`src/rtl/clm_pkg.sv`:
```
package clm_pkg;
    typedef enum logic [1:0] {
        SEL_FLAGS  = 2'd0,
        SEL_MASK   = 2'd1,
        SEL_PERIOD = 2'd2,
        SEL_OPTION = 2'd3
    } reg_sel_e;
endpackage

```
`src/rtl/clm_sync.sv`:
```
module clm_sync #(
    parameter int WIDTH = 8
) (
    input  logic             clk,
    input  logic             rst_n,
    input  logic [WIDTH-1:0] async_i,
    output logic [WIDTH-1:0] sync_o
);
    for (genvar i = 0; i < WIDTH; i++) begin : g_bit
        typedef struct packed {
            logic meta;
            logic stable;
        } sync_t;
        sync_t s_d, s_q;

        always_comb begin
            s_d.meta   = async_i[i];
            s_d.stable = s_q.meta;
        end

        always_ff @(posedge clk or negedge rst_n) begin
            if (!rst_n) s_q <= '0;
            else        s_q <= s_d;
        end

        assign sync_o[i] = s_q.stable;
    end
endmodule

```
`src/rtl/clm_period_timer.sv`:
```
module clm_period_timer #(
    parameter int PERIOD_W = 16
) (
    input  logic                clk,
    input  logic                rst_n,
    input  logic [PERIOD_W-1:0] period_cfg,
    output logic                probe_o,
    output logic                tick_o
);
    typedef struct packed {
        logic [PERIOD_W-1:0] cnt;
        logic                probe;
    } tmr_t;
    tmr_t t_d, t_q;
    logic tick;

    always_comb begin
        t_d  = t_q;
        tick = 1'b0;
        if (period_cfg == '0) begin
            t_d.cnt = '0;
        end else if (t_q.cnt >= period_cfg - 1'b1) begin
            tick      = 1'b1;
            t_d.cnt   = '0;
            t_d.probe = ~t_q.probe;
        end else begin
            t_d.cnt = t_q.cnt + 1'b1;
        end
    end

    always_ff @(posedge clk or negedge rst_n) begin
        if (!rst_n) t_q <= '0;
        else        t_q <= t_d;
    end

    assign probe_o = t_q.probe;
    assign tick_o  = tick;

    // probe changes only right after a period end
    a_r2_probe_on_tick: assert property (@(posedge clk) disable iff (!rst_n)
        !$stable(t_q.probe) |-> $past(tick));

    // zero period freezes the probe
    a_r3_zero_period_hold: assert property (@(posedge clk) disable iff (!rst_n)
        (period_cfg == '0) |=> $stable(t_q.probe));
endmodule

```
`src/rtl/clm_loss_status.sv`:
```
module clm_loss_status #(
    parameter int NUM = 8
) (
    input  logic           clk,
    input  logic           rst_n,
    input  logic           tick_i,
    input  logic           probe_i,
    input  logic [NUM-1:0] echo_sync_i,
    input  logic [NUM-1:0] w1c_i,
    input  logic           rd_clr_i,
    output logic [NUM-1:0] flags_o
);
    typedef struct packed {
        logic [NUM-1:0] flags;
        logic [NUM-1:0] ok;
    } st_t;
    st_t s_d, s_q;
    logic [NUM-1:0] miss;
    logic [NUM-1:0] clr;
    logic [NUM-1:0] set;

    always_comb begin
        miss = echo_sync_i ^ {NUM{probe_i}};
        set  = tick_i ? miss : '0;
        clr  = rd_clr_i ? '1 : (w1c_i & s_q.ok);
        s_d.flags = (s_q.flags & ~clr) | set;
        s_d.ok    = tick_i ? ~miss : s_q.ok;
    end

    always_ff @(posedge clk or negedge rst_n) begin
        if (!rst_n) begin
            s_q.flags <= '0;
            s_q.ok    <= '1;
        end else begin
            s_q <= s_d;
        end
    end

    assign flags_o = s_q.flags;

    // flags rise only at a period end
    a_r4_set_on_tick: assert property (@(posedge clk) disable iff (!rst_n)
        (|(s_q.flags & ~$past(s_q.flags))) |-> $past(tick_i));

    // unrestored flags survive any write-one
    a_r7_w1c_blocked: assert property (@(posedge clk) disable iff (!rst_n)
        !rd_clr_i |=> (($past(s_q.flags & ~s_q.ok) & ~s_q.flags) == '0));

    // clear-on-read empties the flags when no period ends
    a_r8_read_clears: assert property (@(posedge clk) disable iff (!rst_n)
        (rd_clr_i && !tick_i) |=> (s_q.flags == '0));
endmodule

```
`src/rtl/clk_loss_monitor.sv`:
```
module clk_loss_monitor #(
    parameter int NUM_DOMAINS = 8,
    parameter int PERIOD_W    = 16,
    parameter int DATA_W      = 16
) (
    input  logic                   clk,
    input  logic                   rst_n,
    output logic                   probe_o,
    input  logic [NUM_DOMAINS-1:0] echo_i,
    input  logic [1:0]             reg_sel,
    input  logic                   reg_wr,
    input  logic                   reg_rd,
    input  logic [DATA_W-1:0]      reg_wdata,
    output logic [DATA_W-1:0]      reg_rdata,
    output logic                   irq_o
);
    import clm_pkg::*;

    typedef struct packed {
        logic [NUM_DOMAINS-1:0] mask;
        logic [PERIOD_W-1:0]    period;
        logic                   rd_clr_en;
    } cfg_t;
    cfg_t c_d, c_q;

    logic [NUM_DOMAINS-1:0] echo_sync;
    logic [NUM_DOMAINS-1:0] flags;
    logic [NUM_DOMAINS-1:0] w1c;
    logic                   rd_clr;
    logic                   tick;
    reg_sel_e               sel;

    assign sel = reg_sel_e'(reg_sel);

    always_comb begin
        c_d = c_q;
        if (reg_wr) begin
            case (sel)
                SEL_MASK:   c_d.mask      = reg_wdata[NUM_DOMAINS-1:0];
                SEL_PERIOD: c_d.period    = reg_wdata[PERIOD_W-1:0];
                SEL_OPTION: c_d.rd_clr_en = reg_wdata[0];
                default:    ;
            endcase
        end
        w1c    = (reg_wr && sel == SEL_FLAGS) ? reg_wdata[NUM_DOMAINS-1:0] : '0;
        rd_clr = reg_rd && (sel == SEL_FLAGS) && c_q.rd_clr_en;
    end

    always_ff @(posedge clk or negedge rst_n) begin
        if (!rst_n) c_q <= '0;
        else        c_q <= c_d;
    end

    always_comb begin
        reg_rdata = '0;
        case (sel)
            SEL_FLAGS:  reg_rdata[NUM_DOMAINS-1:0] = flags;
            SEL_MASK:   reg_rdata[NUM_DOMAINS-1:0] = c_q.mask;
            SEL_PERIOD: reg_rdata[PERIOD_W-1:0]    = c_q.period;
            default:    reg_rdata[0]               = c_q.rd_clr_en;
        endcase
    end

    assign irq_o = |(flags & c_q.mask);

    clm_sync #(.WIDTH(NUM_DOMAINS)) u_sync (
        .clk     (clk),
        .rst_n   (rst_n),
        .async_i (echo_i),
        .sync_o  (echo_sync)
    );

    clm_period_timer #(.PERIOD_W(PERIOD_W)) u_timer (
        .clk        (clk),
        .rst_n      (rst_n),
        .period_cfg (c_q.period),
        .probe_o    (probe_o),
        .tick_o     (tick)
    );

    clm_loss_status #(.NUM(NUM_DOMAINS)) u_status (
        .clk         (clk),
        .rst_n       (rst_n),
        .tick_i      (tick),
        .probe_i     (probe_o),
        .echo_sync_i (echo_sync),
        .w1c_i       (w1c),
        .rd_clr_i    (rd_clr),
        .flags_o     (flags)
    );

    // option write lands one cycle later
    a_r10_option_write: assert property (@(posedge clk) disable iff (!rst_n)
        (reg_wr && sel == SEL_OPTION) |=> (c_q.rd_clr_en == $past(reg_wdata[0])));

    initial begin
        a_r10_widths: assert (NUM_DOMAINS <= DATA_W && PERIOD_W <= DATA_W);
    end
endmodule

```
`config.mk`:
```
export PLATFORM = sky130hd
export DESIGN_NAME = clk_loss_monitor
export DESIGN_NICKNAME = d
export VERILOG_FILES = /design/src/rtl/clm_pkg.sv /design/src/rtl/clm_sync.sv /design/src/rtl/clm_period_timer.sv /design/src/rtl/clm_loss_status.sv /design/src/rtl/clk_loss_monitor.sv
export SDC_FILE = /design/constraint.sdc
export NUM_CORES = 1
export LEC_CHECK = 0
export ABC_AREA = 1
export BUFFER_PORTS_ARGS = -buffer_cell sky130_fd_sc_hd__buf_2
export CAP_MARGIN = 20
export CORE_MARGIN = 5
export CORE_UTILIZATION = 50
export DETAILED_ROUTE_END_ITERATION = 8
export GPL_TIMING_DRIVEN = 0
export MAX_ROUTING_LAYER = met4
export PLACE_DENSITY_LB_ADDON = 0.05
export SYNTH_ARGS = -nofsm -noshare
export SYNTH_HDL_FRONTEND = slang
export SYNTH_SLANG_ARGS = --single-unit
```
`constraint.sdc`:
```
create_clock -name clk -period 5.4 [get_ports clk]
set_input_delay 1.08 -clock clk [delete_from_list [all_inputs] [get_ports clk]]
set_output_delay 1.08 -clock clk [all_outputs]
set_load 0.1 [all_outputs]
```
==> metrics.yaml, run 1 <==
cp.arrival_ns: 2.56
syn2layout_area_growth_pct: 15.0
power_frac_comb: 0.286
clkPwrFrac: 0.293
clk_path_buf_depth: 2
cts_tree: "done"
min_path_cells: 0
period_minus_slack_ns: 3.64
startpoint: "reg_sel[1]"
vias: 3141
synth-edff-count: 0
ant_nets: 0
antenna_found_initial: 0
max_stage_delay_ns: 0.47
yosysSeqAreaShare: 0.453
yosys_warnings: 0
place_hpwl_mm: 6.86
seq_power_share: 0.420
switching_share: 0.376
async_flop_share: 1.00
synth_xor_area_frac: 0.0725
die_x_um: 101
synth_top_area_frac: 0.402
synth_top_area_cell: "dfrtp_1"
ys_top_cells_by_area: "dfrtp_1, nand2_1, xor2_1"
ys_types: 37
post_cts_buffers: 0
avgSynthCellArea_um2: 8.72
crit_family: "buffers and inverters"
ff_latch_area_mm2: 0.00186
grt_usage: 0.196
worst_pin_slew_ns: 0.495
drc: 0
finalCritPeriodShare: 0.673
ios: 48
hold_buffers: 0
clk_pin_slew_ns: 0.08
drive_gt1_frac: 0.230
synth_top_family_by_area: "simple AND/OR/NAND/NOR gates"
dieArea_mm2: 0.0101
synth-compound-area-share: 0.0619
power_switching_uw: 610
cts_sinks: 74
nets: 578
setup_tns_ns: 0
synthCells: 471
n_antenna_cell: 0
cp.required_ns: 4.32
max_freq_mhz: 275
port_buffers: 47
worstPathCellList: "buf_2, inv_1, nor2_2, inv_1, clkbuf_1, o211ai_1, buf_2"
cp-start-kind: "input port"
grt_pass1_wl_mm: 15.1
synthFlopType: "dfrtp_1"
cts_resized: 0
hold_viol: 0
core_area_mm2: 0.00809
initial_utilization: 0.507
clk-insertion-delay-late_ns: 0.35
crit_fanout: 10
htreeDepth: 3
path_class: "input port to output pin"
ir_drop_mv: 0.312
skew_ns: 0.00696
place.gp.congestion: 0.954
synthMuxAreaShare: 0
status: "finished, final reports clean"
reg2reg_depth: 15
dr.pass1.iters: 4
maxCapViolCount: 0
grt_max_degree: 60
fillers: 776
multi_input_area_mm2: 0.00193
hp-start: "u_sync.g_bit[5].s_d[0]"
crit_buf_inv: 5
num_rows: 33
end_kind: "output pin"
drt-initial-drc-count: 129
cts_buffers: 9
report.final.slew_viol_count: 0
wirelength_mm: 8.66
via_per_inst: 4.91
rsz0062_at_grt: "false"
overflow: 0
min_to: "u_sync.sync_o[5]"
power-per-cell-area_mw_per_mm2: 344
syn-num-nets: 519
hold_ws_ns: 0.352
final_util: 0.583
regToRegEndpoint: "u_status.flags_o[1]"
rr_startpoint: "c_q[1]"
first_global_vias: 3235
die_h_um: 101
avgRoutedWirePerCell_um: 13.5
maxSlewHeadroom: 0.673
reg2reg_slack_ns: 2.55
ctsRootBufferMaster: "clkbuf_8"
leakagePower_nw: 2.46
synth-seq-cells: 74
synthAdderAreaFrac: 0.0548
hp-class: "register to register"
intPower_mw: 1.02
slowest_stage: "buf_2"
setup_viol: 0
netlist_area_mm2: 0.00411
synth-simple-area-share: 0.280
==> placed cells by master, fill, tap and decap left out, types with 3 or more instances in the layout <==
cell	instances
o21ai_0	20
nand4_1	6
nand3_1	35
clkbuf_1	4
dfrtp_1	66
nand2_1	103
dfstp_2	8
xor2_1	30
ha_1	18
nand3_2	12
o211ai_1	4
clkbuf_8	9
nand2_2	3
nor2_2	16
xnor2_1	4
a21oi_1	15
nor2_1	38
buf_2	49
inv_2	3
inv_1	62
==> worst register-to-register path, delay by kind of cell, from the launching register on <==
kind,cells,cell delay [ns]
DFF,1,0.38
adders and majority gates,2,0.55
AOI/OAI and AO/OA,2,0.37
buffers and inverters,4,0.50
xor gates and xnor gates,1,0.16
and+or+nand+nor,6,0.78
==> kinds of logic after synthesis <==
group,after synthesis
flip-flops,74
AND/OR/NAND/NOR,226
buffers and inverters,74
AO/OA/AOI/OAI,45
adder cells (fa/ha/maj),18
XOR/XNOR,34
==> cell usage after synthesis (all sizes together), types with 2 or more instances <==
master and n:
nand2 108, dfrtp 66, inv 65, nor2 55, nand3 48, xor2 30
o21ai 21, ha 18, a21oi 16, dfstp 8, nand4 8, buf 6
nor3 5, o211ai 4, xnor2 4, clkbuf 3, a221oi 2
==> worst max path at each step <==
| stage | endpoint | slack [ns] | cells past startpoint |
|---|---|---|---|
| after floorplan | reg_rdata[3] | 1.29 | 5 |
| after global placement | reg_rdata[5] | 1.73 | 7 |
| after detailed placement | reg_rdata[5] | 1.72 | 7 |
| after CTS | reg_rdata[5] | 1.72 | 7 |
| after global routing | reg_rdata[5] | 1.59 | 7 |
| final | reg_rdata[5] | 1.76 | 7 |
==> flip-flops by register name (all words and copies together) (netlist names) <==
name              count
c_q                  25
u_timer.t_q          16
u_status.flags_o      8
u_status.s_q          8
u_sync.g_bit.s_d      8
u_sync.sync_o         8
u_timer.probe_o       1
==> power by group through the flow <==
stage / sequential [mW] / clock (mW) / combinational (mW)
after CTS: 0.684 / 0.494 / 0.472
final: 0.683 / 0.477 / 0.465
after floorplan: 0.676 / 0 / 0.370
after detailed placement: 0.695 / 0 / 0.470
after global routing: 0.693 / 0.518 / 0.522
after global placement: 0.693 / 0 / 0.457
==> cell type report <==
cell class                      count  area share
Buffer                              9      0.0154
Inverter                           65      0.0517
Sequential cell                    74       0.394
Timing Repair Buffer               48      0.0562
Clock buffer                       10      0.0270
Multi-Input combinational cell    323       0.408
Tap cell                          105      0.0278
Clock inverter                      6      0.0191
==> layer usage <==
metal / routed length (um) / up-vias / track usage
li1: - / 1626 / -
met1: 3780 / 1454 / 0.232
met2: 4480 / 47 / 0.323
met3: 247 / 14 / 0.0381
met4: 157 / 0 / 0.0860
met5: 0 / - / -
==> metrics by stage <==
stage | area, um^2 | std cells | power, mW | setup WS (ns)
2_1_floorplan | 4110 | 471 | 1.05 | 1.29
3_3_place_gp | 4470 | 623 | 1.15 | 1.73
3_5_place_dp | 4500 | 624 | 1.17 | 1.72
4_1_cts | 4720 | 640 | 1.65 | 1.72
5_1_grt | 4720 | 640 | 1.73 | 1.59
6_report | 4720 | 640 | 1.63 | 1.76
No activity file was read; power rests on OpenSTA's default activity.
==> inputs of run 2 (changes only) <==
--- a/config.mk
+++ b/config.mk
@@ -5,7 +5,7 @@
 export SDC_FILE = /design/constraint.sdc
 export NUM_CORES = 1
 export LEC_CHECK = 0
-export ABC_AREA = 1
+export ABC_AREA = 0
 export BUFFER_PORTS_ARGS = -buffer_cell sky130_fd_sc_hd__buf_2
 export CAP_MARGIN = 20
 export CORE_MARGIN = 5
==> constraint.sdc (replaced) <==
create_clock -name clk -period 3.8 [get_ports clk]
set_input_delay 0.76 -clock clk [delete_from_list [all_inputs] [get_ports clk]]
set_output_delay 0.76 -clock clk [all_outputs]
set_load 0.1 [all_outputs]
==> run 2 against run 1 <==
Sequential share of layout area is 2.8 points higher. Non-clock buffer count unchanged. Core utilization is 2.1 points higher. Critical path type is now register to register.
==> metrics.yaml, run 2 <==
synth_top_area_cell: "dfrtp_1"
placed_cells: 479
avgSynthCellArea_um2: 11.3
drt-initial-drc-count: 94
ff_latch_area_mm2: 0.00186
worst_pin_slew_ns: 0.606
port_buffers: 47
overflow: 0
htreeDepth: 3
finalCritPeriodShare: 0.927
cts_tree: "done"
dieArea_mm2: 0.00937
vias: 2645
drc: 0
wirelength_mm: 7.56
nets: 439
post_dp_cell_area_mm2: 0.00416
cts_sinks: 74
rsz0062_at_grt: "false"
switching_share: 0.359
cp.required_ns: 4.07
cp-start-kind: "register"
synthCells: 332
yosys_warnings: 0
power_switching_uw: 918
intPower_mw: 1.64
setup_tns_ns: 0
path_class: "register to register"
ir_drop_mv: 0.438
yosysSeqAreaShare: 0.494
yosysMostFrequentCell: "dfrtp_1"
clk-insertion-delay-late_ns: 0.35
max_freq_mhz: 284
fillers: 663
skew_ns: 0.00904
cts_buffers: 9
cp.arrival_ns: 3.80
synth-seq-cells: 74
maxSlewHeadroom: 0.596
clk_path_buf_depth: 2
n_antenna_cell: 0
synthFlopType: "dfrtp_1"
design_area_mm2: 0.00441
maxCapViolCount: 0
end_kind: "register"
syn2layout_area_growth_pct: 17.1
grt_usage: 0.180
crit_buf_inv: 1
reg_top3: "c_q (25), u_timer.t_q (16)"
report.final.slew_viol_count: 0
total_power_mw: 2.56
mostFrequentLayoutCell: "dfrtp_1"
first_global_vias: 2788
ant_nets: 0
seq_power_share: 0.419
crit_fanout: 10
ys_top_cells_by_area: "dfrtp_1, mux2_2, ha_1"
hold_buffers: 0
dr.pass1.iters: 5
leakagePower_nw: 1.97
period_minus_slack_ns: 3.52
power_frac_comb: 0.289
via_per_inst: 5.34
top_register: "c_q"
ys_types: 40
async_flop_share: 1.00
largest_reg_flops: 25
cts_resized: 0
power-per-cell-area_mw_per_mm2: 580
core_area_mm2: 0.00729
finalNonFillerCells: 495
place_hpwl_mm: 5.76
ctsRootBufferMaster: "clkbuf_8"
hold_viol: 0
grt_max_degree: 62
setup_viol: 0
synth_top_area_frac: 0.439
clk_pin_slew_ns: 0.08
synth-edff-count: 0
status: "finished, final reports clean"
crit_family: "simple AND/OR/NAND/NOR gates"
ios: 48
max_stage_delay_ns: 0.55
place.gp.congestion: 0.761
num_rows: 31
netlist_area_mm2: 0.00377
avgRoutedWirePerCell_um: 15.3
antenna_found_initial: 0
die_h_um: 96.8
die_x_um: 96.8
initial_utilization: 0.516
clkPwrFrac: 0.292
multi_input_area_mm2: 0.00182
syn-num-nets: 380
post_cts_buffers: 0
grt_pass1_wl_mm: 13.3
slowest_stage: "or4_1"
synthTopCellsByCount: "dfrtp_1, nor2_1, mux2_2, nand2_1, xor2_1"
drive_gt1_frac: 0.275
worstPathCellList: "or4_1, nand2b_1, nor4_2, xnor2_1, ha_1, nand4_1, nor3_2, o311ai_2, a31oi_4, buf_6, mux2i_1"
final_cell_mix: "dfrtp_1, buf_2, nor2_1"
hp-class: "input port to asynchronous set/reset pin"
final_util: 0.605
==> run 2: cell types whose count changed in the layout (fill, tap and decap cells not counted), sizes merged, moves of 8 or more <==
cell and change:
a32o +8, inv -51, mux2i +15, nand3 -31
mux2 +25, nor2 -25, a21oi -11, nand2 -85
xnor2 +12, and2 +10, o21ai -12, xor2 -10
==> run 2: per-stage QoR <==
step,setup WS [ns],hold slack (ns)
finish,0.276,0.262
global route,0.0250,0.258
global placement,0.134,0.333
floorplan,0.395,0.331
CTS,0.0735,0.255
detailed placement,0.102,0.336
==> run 2: path summary, 6_finish.rpt <==
kind / start / end / slack [ns] / cells after the start
worst min-delay path: rst_n / u_timer.t_q[3] / 0.26 / 1
worst min register to register: u_sync.g_bit[2].s_d[0] / u_sync.sync_o[2] / 0.35 / 0
worst max register to register: c_q[4] / u_status.s_q[5] / 0.28 / 11
min in group clk: u_sync.g_bit[2].s_d[0] / u_sync.sync_o[2] / 0.35 / 0
worst max-delay path: c_q[4] / u_status.s_q[5] / 0.28 / 11
max in group asynchronous: rst_n / u_status.s_q[5] / 2.93 / 2
==> run 2: cells by family (layout without fill, tap and decap cells) <==
kind of cell    after synthesis  in the layout  share of synthesized area
fa+ha+maj                    18             18                     0.0598
mux                          41             41                      0.121
compound gates               32             32                     0.0664
simple gates                108            108                      0.150
xor+xnor                     36             36                     0.0837
flops                        74             74                      0.494
buf+inv                      23             87                     0.0252
==> run 2: layout make-up <==
cell class | instances | area share
inverter | 14 | 0.0119
clock inverter | 6 | 0.0261
multi-input combinational | 235 | 0.413
buffer | 9 | 0.00965
timing repair buffer | 48 | 0.0602
clock buffer | 10 | 0.0289
sequential | 74 | 0.422
tap | 99 | 0.0281
==> run 2: power groups by stage <==
stage / registers, mW / clock network (mW) / logic (mW)
2_1_floorplan: 1.08 / 0 / 0.570
3_3_place_gp: 1.08 / 0 / 0.722
3_5_place_dp: 1.09 / 0 / 0.745
4_1_cts: 1.07 / 0.768 / 0.752
5_1_grt: 1.10 / 0.804 / 0.822
6_report: 1.07 / 0.747 / 0.740
==> run 2: layer usage <==
layer | up-vias | part of all wire | GRT usage
met3 | 13 | 0.031 | 0.0417
met2 | 44 | 0.53 | 0.312
met5 | - | 0 | -
li1 | 1282 | - | -
met4 | 0 | 0.013 | 0.0616
met1 | 1306 | 0.43 | 0.205
